File: src/rtl/tmr_pkg.sv
package tmr_pkg;
  localparam int NCH    = 5;
  localparam int CTRL_W = 23;
  localparam int CTRL_ADDR = 8;

  function automatic int f_run(input int ch);
    return (ch == 0) ? 0 : 4 * ch + 4;
  endfunction

  function automatic int f_load(input int ch);
    return f_run(ch) + 1;
  endfunction

  function automatic int f_inv(input int ch);
    return f_run(ch) + 2;
  endfunction

  // last channel has no invert bit; its repeat bit sits where invert would be
  function automatic int f_rep(input int ch);
    return (ch == NCH - 1) ? 22 : f_run(ch) + 3;
  endfunction

  function automatic bit f_has_cmp(input int ch);
    return ch != NCH - 1;
  endfunction

  function automatic int f_cbuf_addr(input int ch);
    return 12 + 12 * ch;
  endfunction

  function automatic int f_mbuf_addr(input int ch);
    return 16 + 12 * ch;
  endfunction

  function automatic int f_obs_addr(input int ch);
    return (ch == NCH - 1) ? 64 : 20 + 12 * ch;
  endfunction

  function automatic logic [CTRL_W-1:0] f_ctrl_mask();
    logic [CTRL_W-1:0] m;
    m = '0;
    for (int ch = 0; ch < NCH; ch++) begin
      m[f_run(ch)]  = 1'b1;
      m[f_load(ch)] = 1'b1;
      m[f_rep(ch)]  = 1'b1;
      if (f_has_cmp(ch)) m[f_inv(ch)] = 1'b1;
    end
    return m;
  endfunction
endpackage

File: src/rtl/tmr_ctrl_reg.sv
module tmr_ctrl_reg
  import tmr_pkg::*;
(
  input  logic              clk,
  input  logic              rst_n,
  input  logic              wr,
  input  logic [CTRL_W-1:0] wdata,
  input  logic [NCH-1:0]    hw_stop,
  output logic [CTRL_W-1:0] ctrl_q,
  output logic [NCH-1:0]    load_rise,
  output logic [NCH-1:0]    run,
  output logic [NCH-1:0]    inv,
  output logic [NCH-1:0]    rep
);
  localparam logic [CTRL_W-1:0] MASK = f_ctrl_mask();

  logic [CTRL_W-1:0] clr;

  always_comb begin
    clr = '0;
    for (int ch = 0; ch < NCH; ch++)
      if (hw_stop[ch]) clr[f_run(ch)] = 1'b1;
  end

  always_ff @(posedge clk) begin
    if (!rst_n)  ctrl_q <= '0;
    else if (wr) ctrl_q <= wdata & MASK;
    else         ctrl_q <= ctrl_q & ~clr;
  end

  for (genvar g = 0; g < NCH; g++) begin : g_bits
    assign run[g]       = ctrl_q[f_run(g)];
    assign rep[g]       = ctrl_q[f_rep(g)];
    assign load_rise[g] = wr & wdata[f_load(g)] & ~ctrl_q[f_load(g)];
    if (f_has_cmp(g)) begin : g_inv
      assign inv[g] = ctrl_q[f_inv(g)];
    end else begin : g_noinv
      assign inv[g] = 1'b0;
    end

    assert_oneshot_clear_R7: assert property (@(posedge clk) disable iff (!rst_n)
      (hw_stop[g] && !wr) |=> !run[g]);
  end
endmodule

File: src/rtl/tmr_chan.sv
module tmr_chan #(
  parameter int CNT_W   = 16,
  parameter bit HAS_CMP = 1'b1
) (
  input  logic             clk,
  input  logic             rst_n,
  input  logic             cbuf_we,
  input  logic             mbuf_we,
  input  logic [CNT_W-1:0] wdata,
  input  logic             run,
  input  logic             rep,
  input  logic             inv,
  input  logic             load_rise,
  input  logic             ctrl_wr,
  input  logic             tick,
  output logic [CNT_W-1:0] cnt_q,
  output logic [CNT_W-1:0] cbuf_q,
  output logic [CNT_W-1:0] mbuf_q,
  output logic             expire,
  output logic             hw_stop,
  output logic             pwm
);
  logic [CNT_W-1:0] cmp_q;
  logic             tick_ok;
  logic             at_zero;

  assign tick_ok = tick & run & ~ctrl_wr;
  assign at_zero = (cnt_q == '0);
  assign hw_stop = tick_ok & at_zero & ~rep & ~load_rise;
  assign pwm     = (cnt_q > cmp_q) ^ inv;

  always_ff @(posedge clk) begin
    if (!rst_n) begin
      cbuf_q <= '0;
      mbuf_q <= '0;
    end else begin
      if (cbuf_we)            cbuf_q <= wdata;
      if (mbuf_we && HAS_CMP) mbuf_q <= wdata;
    end
  end

  always_ff @(posedge clk) begin
    if (!rst_n) begin
      cnt_q  <= '0;
      cmp_q  <= '0;
      expire <= 1'b0;
    end else begin
      expire <= 1'b0;
      if (load_rise) begin
        cnt_q <= cbuf_q;
        cmp_q <= mbuf_q;
      end else if (tick_ok) begin
        if (at_zero) begin
          expire <= 1'b1;
          if (rep) begin
            cnt_q <= cbuf_q;
            cmp_q <= mbuf_q;
          end
        end else begin
          cnt_q <= cnt_q - 1'b1;
        end
      end
    end
  end

  assert_load_copy_R4: assert property (@(posedge clk) disable iff (!rst_n)
    load_rise |=> cnt_q == $past(cbuf_q));
  assert_step_down_R5: assert property (@(posedge clk) disable iff (!rst_n)
    (tick_ok && !at_zero && !load_rise) |=> cnt_q == $past(cnt_q) - 1'b1);
  assert_hold_stopped_R5: assert property (@(posedge clk) disable iff (!rst_n)
    (!run && !load_rise) |=> $stable(cnt_q));
  assert_refill_R6: assert property (@(posedge clk) disable iff (!rst_n)
    (tick_ok && at_zero && rep && !load_rise) |=> (cnt_q == $past(cbuf_q)) && expire);
  assert_pulse_cause_R6: assert property (@(posedge clk) disable iff (!rst_n)
    expire |-> $past(tick));
  assert_tick_dropped_R9: assert property (@(posedge clk) disable iff (!rst_n)
    (ctrl_wr && !load_rise) |=> $stable(cnt_q));
endmodule

File: src/rtl/multi_tmr.sv
module multi_tmr
  import tmr_pkg::*;
#(
  parameter int CNT_W  = 16,
  parameter int DATA_W = 32,
  parameter int ADDR_W = 7
) (
  input  logic              clk,
  input  logic              rst_n,
  input  logic              reg_wr,
  input  logic [ADDR_W-1:0] reg_addr,
  input  logic [DATA_W-1:0] reg_wdata,
  output logic [DATA_W-1:0] reg_rdata,
  input  logic [NCH-1:0]    tick_i,
  output logic [NCH-1:0]    expire_o,
  output logic [NCH-1:0]    pwm_o
);
  logic              ctrl_wr;
  logic [CTRL_W-1:0] ctrl_q;
  logic [NCH-1:0]    load_rise, run, inv, rep, hw_stop;
  logic [CNT_W-1:0]  cnt_a  [NCH];
  logic [CNT_W-1:0]  cbuf_a [NCH];
  logic [CNT_W-1:0]  mbuf_a [NCH];
  logic              unused_wdata_hi;

  assign ctrl_wr         = reg_wr && (reg_addr == ADDR_W'(CTRL_ADDR));
  assign unused_wdata_hi = ^reg_wdata[DATA_W-1:CTRL_W];

  tmr_ctrl_reg u_ctrl (
    .clk       (clk),
    .rst_n     (rst_n),
    .wr        (ctrl_wr),
    .wdata     (reg_wdata[CTRL_W-1:0]),
    .hw_stop   (hw_stop),
    .ctrl_q    (ctrl_q),
    .load_rise (load_rise),
    .run       (run),
    .inv       (inv),
    .rep       (rep)
  );

  for (genvar g = 0; g < NCH; g++) begin : g_ch
    logic cbuf_we, mbuf_we;
    assign cbuf_we = reg_wr && (reg_addr == ADDR_W'(f_cbuf_addr(g)));
    assign mbuf_we = f_has_cmp(g) && reg_wr && (reg_addr == ADDR_W'(f_mbuf_addr(g)));

    tmr_chan #(.CNT_W(CNT_W), .HAS_CMP(f_has_cmp(g))) u_chan (
      .clk       (clk),
      .rst_n     (rst_n),
      .cbuf_we   (cbuf_we),
      .mbuf_we   (mbuf_we),
      .wdata     (reg_wdata[CNT_W-1:0]),
      .run       (run[g]),
      .rep       (rep[g]),
      .inv       (inv[g]),
      .load_rise (load_rise[g]),
      .ctrl_wr   (ctrl_wr),
      .tick      (tick_i[g]),
      .cnt_q     (cnt_a[g]),
      .cbuf_q    (cbuf_a[g]),
      .mbuf_q    (mbuf_a[g]),
      .expire    (expire_o[g]),
      .hw_stop   (hw_stop[g]),
      .pwm       (pwm_o[g])
    );
  end

  always_comb begin
    reg_rdata = '0;
    if (reg_addr == ADDR_W'(CTRL_ADDR)) reg_rdata = DATA_W'(ctrl_q);
    for (int ch = 0; ch < NCH; ch++) begin
      if (reg_addr == ADDR_W'(f_cbuf_addr(ch))) reg_rdata = DATA_W'(cbuf_a[ch]);
      if (f_has_cmp(ch) && reg_addr == ADDR_W'(f_mbuf_addr(ch)))
        reg_rdata = DATA_W'(mbuf_a[ch]);
      if (reg_addr == ADDR_W'(f_obs_addr(ch))) reg_rdata = DATA_W'(cnt_a[ch]);
    end
  end

  assert_expire_cleared_in_reset_R1: assert property (@(posedge clk)
    !rst_n |=> expire_o == '0);
endmodule

File: config.mk
export PLATFORM = sky130hd
export DESIGN_NAME = multi_tmr
export DESIGN_NICKNAME = d
export VERILOG_FILES = /design/src/rtl/tmr_pkg.sv /design/src/rtl/tmr_ctrl_reg.sv /design/src/rtl/tmr_chan.sv /design/src/rtl/multi_tmr.sv
export SDC_FILE = /design/constraint.sdc
export NUM_CORES = 1
export LEC_CHECK = 0
export ABC_AREA = 1
export BUFFER_PORTS_ARGS = -buffer_cell sky130_fd_sc_hd__buf_2
export CAP_MARGIN = 0
export CORE_MARGIN = 10
export CORE_UTILIZATION = 44
export DETAILED_ROUTE_END_ITERATION = 12
export HOLD_SLACK_MARGIN = 0.08
export PLACE_DENSITY = 0.68
export REMOVE_ABC_BUFFERS = 1
export SLEW_MARGIN = 10
export SYNTH_ARGS = -nofsm -noshare
export SYNTH_HDL_FRONTEND = slang
export SYNTH_SLANG_ARGS = --single-unit
File: constraint.sdc
create_clock -name clk -period 2.08 [get_ports clk]
set_input_delay 0.104 -clock clk [delete_from_list [all_inputs] [get_ports clk]]
set_output_delay 0.104 -clock clk [all_outputs]
set_load 0.02 [all_outputs]
# --- Word level (Yosys, flattened, before mapping) ---
# Cells that the tools add are included.
word_totals:
  inputBits: 47
  output_inout_bits: 42
  n_memories: 0
  rom_bits: 0
  reg_bits: 332
  mem_bits_rw: 0
  latchBits: 0
op_classes:
  n_bitwise: 63
  n_mul: 0
  n_reduce_logical: 46
  shift: 0
  addsub: 5
  muxes: 66
  n_lt_le_gt_ge: 5
  n_eq_ne: 20
  div: 0
op_table:
  columns: ["operator", "count"]
  rows:
  - ["two-way mux 16 bit", 40]
  - ["two-way mux 23 bit", 10]
  - ["two-way mux 32 bit", 6]
  - ["> comparator 16 bit", 5]
  - ["logical NOT 16 bit", 5]
  - ["subtractor 16 x 1 -> 16 bit (second input constant)", 5]
  - ["equality test 7 x 6 -> 1 bit (second input constant)", 8]
  - ["bitwise AND 1 bit", 35]
  - ["nonzero test 2 bit", 15]
  - ["equality test 7 x 5 -> 1 bit (second input constant)", 4]
  - ["bitwise AND 23 bit", 1]
  - ["NOT 21 -> 23 bit", 1]
  - ["NOT 1 bit", 22]
  - ["inequality test 3 x 2 -> 1 bit (second input constant)", 5]
  - ["AND reduction 3 bit", 5]
  - ["OR reduction 3 bit", 5]
  - ["equality test 7 x 4 -> 1 bit (second input constant)", 2]
  - ["logical AND 1 bit", 10]
  - ["two-way mux 1 bit", 10]
  - ["AND reduction 2 bit", 5]
  - ["equality test 7 bit (second input constant)", 1]
  - ["XOR 1 bit", 4]
  - ["OR reduction 2 bit", 1]

# --- Logic depth before layout (Yosys ltp) ---
# Gate-level depths: netlist (run 1).
logic_depth:
  word_depth: 16
  depth_mapped: 14
  mapped_depth_nobuf: 13

# --- Modules after synthesis ---
# Synthesis (run 1) repeated with hierarchy kept, for this count alone.
unflattened:
  cells_unflattened: 2832
  hier_area_um2: 18916.9
by_module_without_submodules:
  columns: ["mod", "area_per_inst_um2", "instances", "cells_each", "seq_area_each_um2"]
  rows:
  - ["tmr_chan at g_ch[1].u_chan ...", 3367.0, 3, 473, 1301.2]
  - ["tmr_chan at g_ch[0].u_chan", 3365.7, 1, 473, 1301.2]
  - ["multi_tmr", 2394.8, 1, 479, 0.0]
  - ["tmr_chan at g_ch[4].u_chan", 2085.8, 1, 338, 660.6]
  - ["tmr_ctrl_reg", 969.7, 1, 123, 380.4]

# --- Worst setup path after synthesis (run 1) ---
# Ideal clock, no wire load.
synth_timing:
  path_type: "input -> output"
  from: "input port reg_addr[0]"
  to: "output port reg_rdata[16]"
  n_path_buf: 1
  arrival_ns: 1.705
  path_slack_ns: 0.271
  path_stages: 9
  cell_sequence: "inv_1 -> nand2_1 -> nor2_1 -> nand2_1 -> inv_2 -> clkbuf_1 -> nor3_1 -> nand3_1 -> nor3b_1"
synth_between:
  elab_chain_cells: 16
  elab_cells_between_ends: 30
  classes_between: "15 x eq/ne; 15 x mux"
synth_lines:
  columns: ["element", "line", "text"]
  rows:
  - ["start, declared", "multi_tmr.sv:11", "input logic [ADDR_W-1:0] reg_addr,"]
  - ["equality test 7 x 4 -> 1 bit", "multi_tmr.sv:70", "if (reg_addr == ADDR_W'(CTRL_ADDR)) reg_rdata = DATA_W'(ctrl_q);"]
  - ["two-way mux 23 bit", "multi_tmr.sv:70", null]
  - ["two-way mux 23 bit", "multi_tmr.sv:72", "if (reg_addr == ADDR_W'(f_cbuf_addr(ch))) reg_rdata = DATA_W'(cbuf_a[ch]);"]
  - ["two-way mux 23 bit", "multi_tmr.sv:73", "if (f_has_cmp(ch) && reg_addr == ADDR_W'(f_mbuf_addr(ch)))"]
  - ["two-way mux 23 bit", "multi_tmr.sv:75", "if (reg_addr == ADDR_W'(f_obs_addr(ch))) reg_rdata = DATA_W'(cnt_a[ch]);"]
  - ["two-way mux 23 bit", "multi_tmr.sv:72", null]
  - ["two-way mux 23 bit", "multi_tmr.sv:73", null]
  - ["two-way mux 23 bit", "multi_tmr.sv:75", null]
  - ["two-way mux 23 bit", "multi_tmr.sv:72", null]
  - ["two-way mux 23 bit", "multi_tmr.sv:73", null]
  - ["two-way mux 32 bit", "multi_tmr.sv:75", null]
  - ["two-way mux 32 bit", "multi_tmr.sv:72", null]
  - ["two-way mux 32 bit", "multi_tmr.sv:73", null]
  - ["two-way mux 32 bit", "multi_tmr.sv:75", null]
  - ["two-way mux 32 bit", "multi_tmr.sv:72", null]
  - ["two-way mux 32 bit *", "multi_tmr.sv:75", null]
  - ["end, declared", "multi_tmr.sv:13", "output logic [DATA_W-1:0] reg_rdata,"]
# Mark *: on every way between the ends. The rest lies on a longest branch, timed or not.

# --- Worst setup path in the final report (run 1) ---
layout_timing:
  from: "register g_ch[1].u_chan.cnt_q[1]"
  to: "output port pwm_o[1]"
layout_between:
  elab_chain_cells: 2
layout_lines:
  columns: ["element", "line", "text"]
  rows:
  - ["start, declared", "tmr_chan.sv:16", "output logic [CNT_W-1:0] cnt_q,"]
  - ["start signal, assigned", "tmr_chan.sv:50", "cnt_q <= cbuf_q;"]
  - ["start signal, assigned", "tmr_chan.sv:56", "cnt_q <= cbuf_q;"]
  - ["start signal, assigned", "tmr_chan.sv:60", "cnt_q <= cnt_q - 1'b1;"]
  - ["> comparator 16 bit", "tmr_chan.sv:30", "assign pwm = (cnt_q > cmp_q) ^ inv;"]
  - ["XOR 1 bit", "tmr_chan.sv:30", null]
  - ["end, declared", "multi_tmr.sv:16", "output logic [NCH-1:0] pwm_o"]
# Every way passes these cells.

==> flow_summary.html, run 1 <==
<table>
<tr><th>Metric</th><th>Value</th></tr>
<tr><th colspan="2">Power</th></tr>
<tr><td>Worst voltage drop across the vdd grid</td><td>517 uV</td></tr>
<tr><td>Portion of total power attributed to sequential cells</td><td>a little over two fifths</td></tr>
<tr><td>Power per unit of standard cell area</td><td>~600 mW/mm^2</td></tr>
<tr><td>Net switching power of the design</td><td>0.00331 W</td></tr>
<tr><td>Total internal power</td><td>0.0105 W</td></tr>
<tr><td>Share of total power in combinational logic</td><td>under 10%</td></tr>
<tr><td>Static leakage</td><td>9.39 nW</td></tr>
<tr><td>Switching share of power</td><td>approximately a quarter</td></tr>
<tr><td>Portion of total power attributed to the clock network</td><td>around half</td></tr>
<tr><th colspan="2">Layout</th></tr>
<tr><td>Area Growth Syn to Fin</td><td>31.3%</td></tr>
<tr><td>Inserted Diodes</td><td>0</td></tr>
<tr><td>Ratio of cells with drive above 1 in the final layout</td><td>25.8%</td></tr>
<tr><td>Net count, final</td><td>2867</td></tr>
<tr><td>Final instance area</td><td>0.0224 sq mm</td></tr>
<tr><td>Area of combinational cells with multiple inputs</td><td>roughly 0.010 sq mm</td></tr>
<tr><td>Number of standard cells in the final layout excluding fillers</td><td>3293</td></tr>
<tr><td>Filler cell count in the final layout</td><td>approximately 3600</td></tr>
<tr><td>Area taken by flip-flops and latches</td><td>0.00639 sq mm</td></tr>
<tr><th colspan="2">STA</th></tr>
<tr><td>Worst Tran Pin Value</td><td>0.716 ns</td></tr>
<tr><td>Max transition margin</td><td>52.2%</td></tr>
<tr><td>Setup clock skew after layout</td><td>approximately 0.013 ns</td></tr>
<tr><td>Number of setup violations in the final report</td><td>11</td></tr>
<tr><td>Setup repair after global routing missed its margin</td><td>true</td></tr>
<tr><td>Setup Total Neg Slack</td><td>-1.53 ns</td></tr>
<tr><td>Achievable frequency</td><td>402 MHz</td></tr>
<tr><td>Final WS setup</td><td>-0.405 ns</td></tr>
<tr><td>Final clock period utilization by the worst path</td><td>119%</td></tr>
<tr><td>Min cycle time layout</td><td>approximately 2.5 ns</td></tr>
<tr><td>Final Max Slew Viols</td><td>0</td></tr>
<tr><td>Endpoints failing hold</td><td>0</td></tr>
<tr><td>Worst Hold Margin</td><td>0.121 ns</td></tr>
<tr><th colspan="2">Logic synthesis</th></tr>
<tr><td>Fraction of synthesized cell area taken by the top area cell type</td><td>between 30% and 40%</td></tr>
<tr><td>Most instantiated flip-flop cell in the synthesis netlist</td><td>dfxtp_1</td></tr>
<tr><td>Post-synth EDFFs</td><td>0</td></tr>
<tr><td>Main area contributors after synthesis</td><td>dfxtp_1, nand2_1, a21oi_1</td></tr>
<tr><td>Post-synth design cell area</td><td>0.0170 sq mm</td></tr>
<tr><td>Library cell with the largest summed area after synthesis</td><td>dfxtp_1</td></tr>
<tr><td>Count of distinct cell types in the synthesized netlist</td><td>48</td></tr>
<tr><td>Yosys warns</td><td>0</td></tr>
<tr><td>Share of synthesized area occupied by flip-flops and latches</td><td>a little over a third</td></tr>
<tr><td>Synthesized area divided by synthesized cell count</td><td>between 6 and 7 sq um</td></tr>
<tr><td>FFs w/ async S/R, synth</td><td>0%</td></tr>
<tr><td>#FFs+latches synth</td><td>312</td></tr>
<tr><td>Mapped Cells</td><td>2513</td></tr>
<tr><th colspan="2">Clocking</th></tr>
<tr><td>Num CTS Buffers</td><td>38</td></tr>
<tr><td>Total number of H-tree levels</td><td>2</td></tr>
<tr><td>Number of sinks on the clock net</td><td>between 300 and 400</td></tr>
<tr><td>Clock transition at the registers of the reported paths</td><td>0.06 ns</td></tr>
<tr><td>Root buf cell</td><td>clkbuf_16</td></tr>
<tr><td>CTS tree</td><td>yes</td></tr>
<tr><td>CTS Buffer Depth</td><td>3</td></tr>
<tr><td>Clk_lat worst skew</td><td>0.56 ns</td></tr>
<tr><th colspan="2">Min path</th></tr>
<tr><td>Class of the most critical hold timing path</td><td>in -&gt; reg</td></tr>
<tr><th colspan="2">Setup path</th></tr>
<tr><td>Critical path endpoint category</td><td>primary output</td></tr>
<tr><td>Startpoint kind of the worst setup timing path</td><td>register</td></tr>
<tr><td>Critical setup path kind</td><td>reg -&gt; out</td></tr>
<tr><td>Crit path arrival time</td><td>2.38 ns</td></tr>
<tr><td>CP most frequent cell</td><td>a21oi_2</td></tr>
<tr><td>Cell chain of the critical path</td><td>buf_6 -&gt; ha_4 -&gt; inv_2 -&gt; o21bai_1 -&gt; a21oi_2 -&gt; o21bai_2 -&gt; a21oi_2 -&gt; o21ai_1 -&gt; nand2_1 -&gt; xor2_1 -&gt; buf_4</td></tr>
<tr><td>Max stage delay cell, worst path</td><td>dfxtp_2</td></tr>
<tr><td>Critical path's largest stage delay</td><td>0.32 ns</td></tr>
<tr><td>Slack of the worst reg-to-reg path</td><td>-0.03 ns</td></tr>
<tr><td>Critical Path RT</td><td>slightly below 2 ns</td></tr>
<tr><td>Worst Path Max Fanout</td><td>2</td></tr>
<tr><th colspan="2">Global routing</th></tr>
<tr><td>Maximum number of pins on one net before global-route repair</td><td>125</td></tr>
<tr><td>Overflow after GRT</td><td>0</td></tr>
<tr><td>Via count of the first global-routing pass</td><td>17600</td></tr>
<tr><td>GRT Total Usage</td><td>26.5%</td></tr>
<tr><td>Global-route wire length before repair</td><td>99000 microns</td></tr>
<tr><td>Antenna violations before repair</td><td>0</td></tr>
<tr><th colspan="2">Detailed routing</th></tr>
<tr><td>Total routed wirelength</td><td>roughly 65000 microns</td></tr>
<tr><td>Average detailed-routed wire length per instance</td><td>~20 microns</td></tr>
<tr><td>Post-route DRC violation count</td><td>0</td></tr>
<tr><td>Violation count after the first detailed-routing iteration</td><td>2032</td></tr>
<tr><td>Detailed-route via count</td><td>18700</td></tr>
<tr><td>Drt via density</td><td>between 5 and 6</td></tr>
<tr><td>Antenna Nets Post-Route</td><td>0</td></tr>
<tr><td>Router iterations before antenna repair</td><td>8</td></tr>
<tr><th colspan="2">Die</th></tr>
<tr><td>Core area</td><td>0.0385 sq mm</td></tr>
<tr><td>Die height</td><td>217 microns</td></tr>
<tr><td>Area of the die</td><td>0.0470 sq mm</td></tr>
<tr><td>Starting utilization of the core area</td><td>44.3%</td></tr>
<tr><td>Horizontal extent of the die</td><td>about 220 microns</td></tr>
<tr><td>Cell row count</td><td>72</td></tr>
<tr><td>Count of pins on the block boundary</td><td>89</td></tr>
<tr><th colspan="2">Placed design</th></tr>
<tr><td>Sum of net half-perimeters after detailed placement</td><td>45100 microns</td></tr>
<tr><td>Quantity of I/O buffers inserted on ports</td><td>70</td></tr>
<tr><td>Cell area after placement</td><td>0.0190 sq mm</td></tr>
<tr><td>Inst Count DP</td><td>3141</td></tr>
<tr><td>Placement Setup Slack</td><td>-0.289 ns</td></tr>
<tr><td>Placer's final routability congestion estimate</td><td>0.971</td></tr>
<tr><th colspan="2">Status</th></tr>
<tr><td>Run status</td><td>finished, violations left</td></tr>
<tr><td>Violations in the final reports</td><td>negative setup slack</td></tr>
<tr><th colspan="2">Flow run</th></tr>
<tr><td>Number of maximum-capacitance violations</td><td>0</td></tr>
</table>
## per-layer routing
| layer | GRT usage, % | vias up | wire length, microns |
|---|---|---|---|
| met5 | 0 | - | 0 |
| met4 | 11.3 | 0 | 2770 |
| met3 | 5.12 | 180 | 6560 |
| met2 | 41.9 | 991 | 29100 |
| met1 | 34.7 | 8745 | 26800 |
| li1 | - | 8818 | - |
## worst paths after layout
kind                                  from                  endpoint  cells past startpoint
setup / recovery   g_ch[1].u_chan.cnt_q[1]                  pwm_o[1]                     11
hold reg to reg   g_ch[2].u_chan.cmp_q[13]  g_ch[2].u_chan.cmp_q[13]                      2
hold / removal                reg_wdata[1]          u_ctrl.ctrl_q[1]                      4
setup reg to reg   g_ch[1].u_chan.cnt_q[3]  g_ch[1].u_chan.cnt_q[15]                      9
## state kept, by name, summed over array words and instances, names as in the netlist
signal,count
g_ch.u_chan.cnt_q,80
u_ctrl.ctrl_q,19
g_ch.u_chan.cbuf_q,80
g_ch.u_chan.mbuf_q,64
g_ch.u_chan.cmp_q,64
g_ch.u_chan.expire,5
## stage by stage
| step | utilization (%) | total power, W |
|---|---|---|
| after floorplan | - | 0.00636 |
| final | 58.2 | 0.0138 |
| after global routing | 58.2 | 0.0142 |
| after detailed placement | 49.4 | 0.00675 |
| after CTS | 56.7 | 0.0138 |
| after global placement | 49.4 | 0.00674 |
## worst max-delay path: cells and delay by family (launching register included)
kind	cells	cell delay, ns
AO/OA/AOI/OAI	5	0.62
XOR/XNOR	1	0.16
flip-flops	1	0.32
buffers and inverters	3	0.31
adder cells (fa/ha/maj)	1	0.26
AND/OR/NAND/NOR	1	0.13
## power groups by stage
| stage | Combinational (W) | Clock (W) | Sequential (W) |
|---|---|---|---|
| final | 0.000735 | 0.00712 | 0.00598 |
| after detailed placement | 0.000617 | 0 | 0.00613 |
| after floorplan | 0.000230 | 0 | 0.00613 |
| after CTS | 0.000687 | 0.00717 | 0.00598 |
| after global routing | 0.000775 | 0.00743 | 0.00598 |
| after global placement | 0.000611 | 0 | 0.00613 |
## repair_timing
item                                   CTS  global route
pin swaps                              106            96
setup endpoints to repair               43           108
hold buffers                            28             1
gates cloned                             1             0
resized for setup                      271           148
buffers inserted                        41            18
endpoints found under the hold margin  121             1
## placed cells by master, fill, tap and decap left out, types with 8 or more instances in the layout
master         Yosys  final
dlygate4sd3_1      0     29
nand2_1          505    453
nand3_2            3     23
clkbuf_8           0     10
a221oi_1          20     12
o21ai_1            2     13
o21ai_0          290    277
buf_4             24    205
dfxtp_4            0     17
nand2_2            4     51
a21oi_2            0     20
nand3_1          138    114
dfxtp_1          312    233
ha_4               0     20
xnor2_1           13     13
clkinv_2           0      8
inv_4              0     11
inv_1            241    205
conb_1             1      9
nor2_2             3     33
buf_2             24     48
a221oi_2           0      8
dfxtp_2            0     62
a21oi_1          309    289
xor2_1            29     29
nor2_4             1     16
inv_2             15     39
a31oi_1           18     18
o211ai_1          17     17
nand4_1           40     40
ha_1              74     52
nor2_1           245    200
clkbuf_16          0     41
buf_12             0     20
nor3_1            28     23
buf_6              1     34
## kinds of logic (layout without fill, tap and decap cells)
kind of cell	Yosys count	count (layout)	synth area share [%]
xor+xnor	42	42	2.16
simple gates	992	992	24.6
other cells	1	9	0.0220
fa+ha+maj	74	74	5.43
flops	312	312	36.6
compound gates	684	685	21.4
buf+inv	408	661	9.75
## layout make-up
cell class	count	area share, %
clock buffer	53	5.23
sequential	312	28.5
multi-input combinational	1802	45.4
timing repair buffer	336	12.7
inverter	256	4.42
clock inverter	16	0.783
tap	518	2.90
## synthesized netlist by cell type, types with 3 or more instances
master / instances
nor4_1: 7
o21a_1: 3
nor3_1: 28
inv_1: 241
nand3_2: 3
nor2_2: 3
dfxtp_1: 312
o21ai_0: 290
a21oi_1: 309
ha_1: 74
xnor2_1: 13
clkbuf_1: 97
buf_4: 24
a211oi_1: 6
nand2_1: 505
buf_2: 24
nand2_2: 4
or2_2: 6
o211ai_1: 17
xor2_1: 29
a221oi_1: 20
nand3_1: 138
nand4_1: 40
nor2_1: 245
nor3b_1: 5
o21bai_1: 4
a31oi_1: 18
o21ai_2: 4
buf_1: 4
inv_2: 15
Power figures use the tool's default switching activity.
==> inputs of run 2 (changes only) <==
--- a/config.mk
+++ b/config.mk
@@ -11,6 +11,7 @@
 export CORE_MARGIN = 10
 export CORE_UTILIZATION = 44
 export DETAILED_ROUTE_END_ITERATION = 12
+export GPL_TIMING_DRIVEN = 0
 export HOLD_SLACK_MARGIN = 0.08
 export PLACE_DENSITY = 0.68
 export REMOVE_ABC_BUFFERS = 1
==> run 2 against run 1 <==
The flow still finishes with violations (negative setup slack). Global-route usage fell by 0.53 points. Final cell count fell by 2.3%. Clock power fell by 6.2%. First-iteration DRC count rose by 18%. Worst setup slack improved by 0.083 ns. Via count rose by 0.30%. Non-clock buffer count fell by 85. Clock skew rose by 0.0019 ns. Register-to-register slack improved by 0.03 ns.
==> flow_summary.html, run 2 (same netlist as run 1, synthesis figures left out) <==
<table>
<tr><th>Metric</th><th>Value</th></tr>
<tr><th colspan="2">Status</th></tr>
<tr><td>Run status</td><td>finished, violations left</td></tr>
<tr><td>Violations in the final reports</td><td>negative setup slack</td></tr>
<tr><th colspan="2">Detailed routing</th></tr>
<tr><td>Detailed-route via count</td><td>18800</td></tr>
<tr><td>Post-route DRC violation count</td><td>0</td></tr>
<tr><td>Drt via density</td><td>just under 6</td></tr>
<tr><td>Antenna Nets Post-Route</td><td>0</td></tr>
<tr><td>Violation count after the first detailed-routing iteration</td><td>2404</td></tr>
<tr><td>Average detailed-routed wire length per instance</td><td>20.7 microns</td></tr>
<tr><td>Total routed wirelength</td><td>66600 microns</td></tr>
<tr><td>Router iterations before antenna repair</td><td>9</td></tr>
<tr><th colspan="2">Power</th></tr>
<tr><td>Worst voltage drop across the vdd grid</td><td>491 uV</td></tr>
<tr><td>Total internal power</td><td>0.0102 W</td></tr>
<tr><td>Net switching power of the design</td><td>0.00324 W</td></tr>
<tr><td>Portion of total power attributed to the clock network</td><td>between 40 and 50%</td></tr>
<tr><td>Portion of total power attributed to sequential cells</td><td>44.5%</td></tr>
<tr><td>Switching share of power</td><td>approximately 24%</td></tr>
<tr><td>Overall power</td><td>0.0134 W</td></tr>
<tr><td>Share of total power in combinational logic</td><td>5.7%</td></tr>
<tr><td>Static leakage</td><td>9.04 nW</td></tr>
<tr><td>Power per unit of standard cell area</td><td>598 mW/mm^2</td></tr>
<tr><th colspan="2">Setup path</th></tr>
<tr><td>Max stage delay cell, worst path</td><td>dfxtp_4</td></tr>
<tr><td>Crit path arrival time</td><td>approximately 2.3 ns</td></tr>
<tr><td>Critical path's largest stage delay</td><td>around 0.37 ns</td></tr>
<tr><td>Cell chain of the critical path</td><td>ha_1 -&gt; nand4_1 -&gt; o21bai_1 -&gt; a21oi_1 -&gt; o21ai_1 -&gt; nand2_1 -&gt; xor2_1 -&gt; buf_4</td></tr>
<tr><td>Startpoint kind of the worst setup timing path</td><td>register</td></tr>
<tr><td>Critical path endpoint category</td><td>primary output</td></tr>
<tr><td>Worst Path Max Fanout</td><td>7</td></tr>
<tr><td>Slack of the worst reg-to-reg path</td><td>0 ns</td></tr>
<tr><td>Critical setup path kind</td><td>reg -&gt; out</td></tr>
<tr><td>Critical Path RT</td><td>1.98 ns</td></tr>
<tr><th colspan="2">Placed design</th></tr>
<tr><td>Quantity of I/O buffers inserted on ports</td><td>70</td></tr>
<tr><td>Placer's final routability congestion estimate</td><td>0.942</td></tr>
<tr><td>Sum of net half-perimeters after detailed placement</td><td>39700 microns</td></tr>
<tr><th colspan="2">Clocking</th></tr>
<tr><td>Clk_lat worst skew</td><td>0.56 ns</td></tr>
<tr><td>Clock transition at the registers of the reported paths</td><td>~0.060 ns</td></tr>
<tr><td>CTS Buffer Depth</td><td>3</td></tr>
<tr><td>Num CTS Buffers</td><td>37</td></tr>
<tr><td>Root buf cell</td><td>clkbuf_16</td></tr>
<tr><td>Number of sinks on the clock net</td><td>312</td></tr>
<tr><td>CTS tree</td><td>yes</td></tr>
<tr><td>Total number of H-tree levels</td><td>2</td></tr>
<tr><th colspan="2">STA</th></tr>
<tr><td>Setup clock skew after layout</td><td>between 0.015 and 0.02 ns</td></tr>
<tr><td>Worst Tran Pin Value</td><td>1.02 ns</td></tr>
<tr><td>Min cycle time layout</td><td>2.40 ns</td></tr>
<tr><td>Endpoints failing hold</td><td>0</td></tr>
<tr><td>Setup Total Neg Slack</td><td>-2.52 ns</td></tr>
<tr><td>Achievable frequency</td><td>around 420 MHz</td></tr>
<tr><td>Worst Hold Margin</td><td>0.138 ns</td></tr>
<tr><td>Max transition margin</td><td>31.7%</td></tr>
<tr><td>Number of setup violations in the final report</td><td>24</td></tr>
<tr><td>Final clock period utilization by the worst path</td><td>115%</td></tr>
<tr><td>Final WS setup</td><td>-0.322 ns</td></tr>
<tr><td>Final Max Slew Viols</td><td>0</td></tr>
<tr><td>Setup repair after global routing missed its margin</td><td>true</td></tr>
<tr><th colspan="2">Die</th></tr>
<tr><td>Count of pins on the block boundary</td><td>89</td></tr>
<tr><td>Area of the die</td><td>0.0470 sq mm</td></tr>
<tr><td>Starting utilization of the core area</td><td>between 40% and 50%</td></tr>
<tr><td>Horizontal extent of the die</td><td>217 microns</td></tr>
<tr><td>Cell row count</td><td>72</td></tr>
<tr><td>Core area</td><td>0.0385 sq mm</td></tr>
<tr><td>Die height</td><td>217 microns</td></tr>
<tr><th colspan="2">Layout</th></tr>
<tr><td>Area Growth Syn to Fin</td><td>31.6%</td></tr>
<tr><td>Net count, final</td><td>2793</td></tr>
<tr><td>Commonest non-fill, non-tap cells in the layout</td><td>nand2_1, a21oi_1, o21ai_0, dfxtp_1, nor2_1</td></tr>
<tr><td>Leading cell type in the layout, fill and taps excluded</td><td>nand2_1</td></tr>
<tr><td>Area of combinational cells with multiple inputs</td><td>0.0109 sq mm</td></tr>
<tr><td>Top Registers</td><td>g_ch.u_chan.cbuf_q x80, g_ch.u_chan.cnt_q x80</td></tr>
<tr><td>Area taken by flip-flops and latches</td><td>approximately 0.0064 sq mm</td></tr>
<tr><td>Ratio of cells with drive above 1 in the final layout</td><td>26.8%</td></tr>
<tr><td>Filler cell count in the final layout</td><td>~3400</td></tr>
<tr><th colspan="2">Min path</th></tr>
<tr><td>Class of the most critical hold timing path</td><td>in -&gt; reg</td></tr>
<tr><th colspan="2">Global routing</th></tr>
<tr><td>Overflow after GRT</td><td>0</td></tr>
<tr><td>Global-route wire length before repair</td><td>97400 microns</td></tr>
<tr><td>Via count of the first global-routing pass</td><td>between 15000 and 20000</td></tr>
<tr><td>Maximum number of pins on one net before global-route repair</td><td>139</td></tr>
<tr><td>GRT Total Usage</td><td>26.0%</td></tr>
<tr><td>Antenna violations before repair</td><td>1</td></tr>
<tr><th colspan="2">Flow run</th></tr>
<tr><td>Number of maximum-capacitance violations</td><td>0</td></tr>
</table>
run 2: cell count changes in the layout (fill, tap and decap cells not counted), sizes merged, moves of 4 or more:
cell / before / now
buf: 307 / 212
nor2: 250 / 254
dlygate4sd3: 29 / 33
clkinvlp: 2 / 10
inv: 257 / 248
clkbuf: 53 / 59
run 2: worst paths after layout:
check,cells past startpoint,end,startpoint
hold reg to reg,2,g_ch[2].u_chan.cmp_q[0],g_ch[2].u_chan.cmp_q[0]
hold / removal,3,u_ctrl.ctrl_q[14],reg_wr
setup reg to reg,12,g_ch[1].u_chan.cmp_q[11],g_ch[1].u_chan.cnt_q[0]
setup / recovery,8,pwm_o[1],g_ch[1].u_chan.cnt_q[4]
run 2: power groups by stage:
stage,logic [W],clock network (W),registers (W)
2_1_floorplan,0.000230,0,0.00613
3_3_place_gp,0.000538,0,0.00613
3_5_place_dp,0.000550,0,0.00613
4_1_cts,0.000676,0.00670,0.00598
5_1_grt,0.000795,0.00695,0.00597
6_report,0.000760,0.00668,0.00597
run 2: per-layer routing:
metal,up-vias,routed length (microns),GRT usage (%)
met5,-,0,0
met4,0,3120,13.1
met3,184,6880,6.09
met2,1021,30200,40.5
met1,8897,26500,33.1
li1,8689,-,-
run 2: stage by stage:
step                utilization (%)  area (sq um)  setup slack (ns)  std cells
finish                         58.3         22400            -0.322       3216
global route                   58.3         22400            -0.481       3215
CTS                            54.6         21000            -0.300       3150
detailed placement             45.6         17500             -2.18       2963
global placement               45.2         17400             -4.74       2957
floorplan                         -         16400            -0.629       2369
run 2: timing repair:
action,4_1_cts,5_1_grt
gates cloned,9,7
hold buffers,33,1
endpoints found under the hold margin,184,1
buffers inserted,81,57
pin swaps,136,142
endpoints found under the setup margin,278,183
resized for setup,349,247
run 2: cell type report:
type | count | share of cell area (%)
multi-input combinational | 1811 | 48.4
tap | 518 | 2.89
timing repair inverter | 3 | 0.0892
timing repair buffer | 251 | 9.93
clock buffer | 53 | 4.84
clock inverter | 11 | 0.591
antenna | 1 | 0.0112
inverter | 256 | 4.61
sequential | 312 | 28.7
run 2: critical path: cells and delay by family (launching register included):
family / cells / cell delay (ns)
xor gates and xnor gates: 1 / 0.17
adders and majority gates: 1 / 0.29
AOI/OAI and AO/OA: 3 / 0.46
DFF: 1 / 0.37
buffers and inverters: 1 / 0.16
and+or+nand+nor: 2 / 0.30
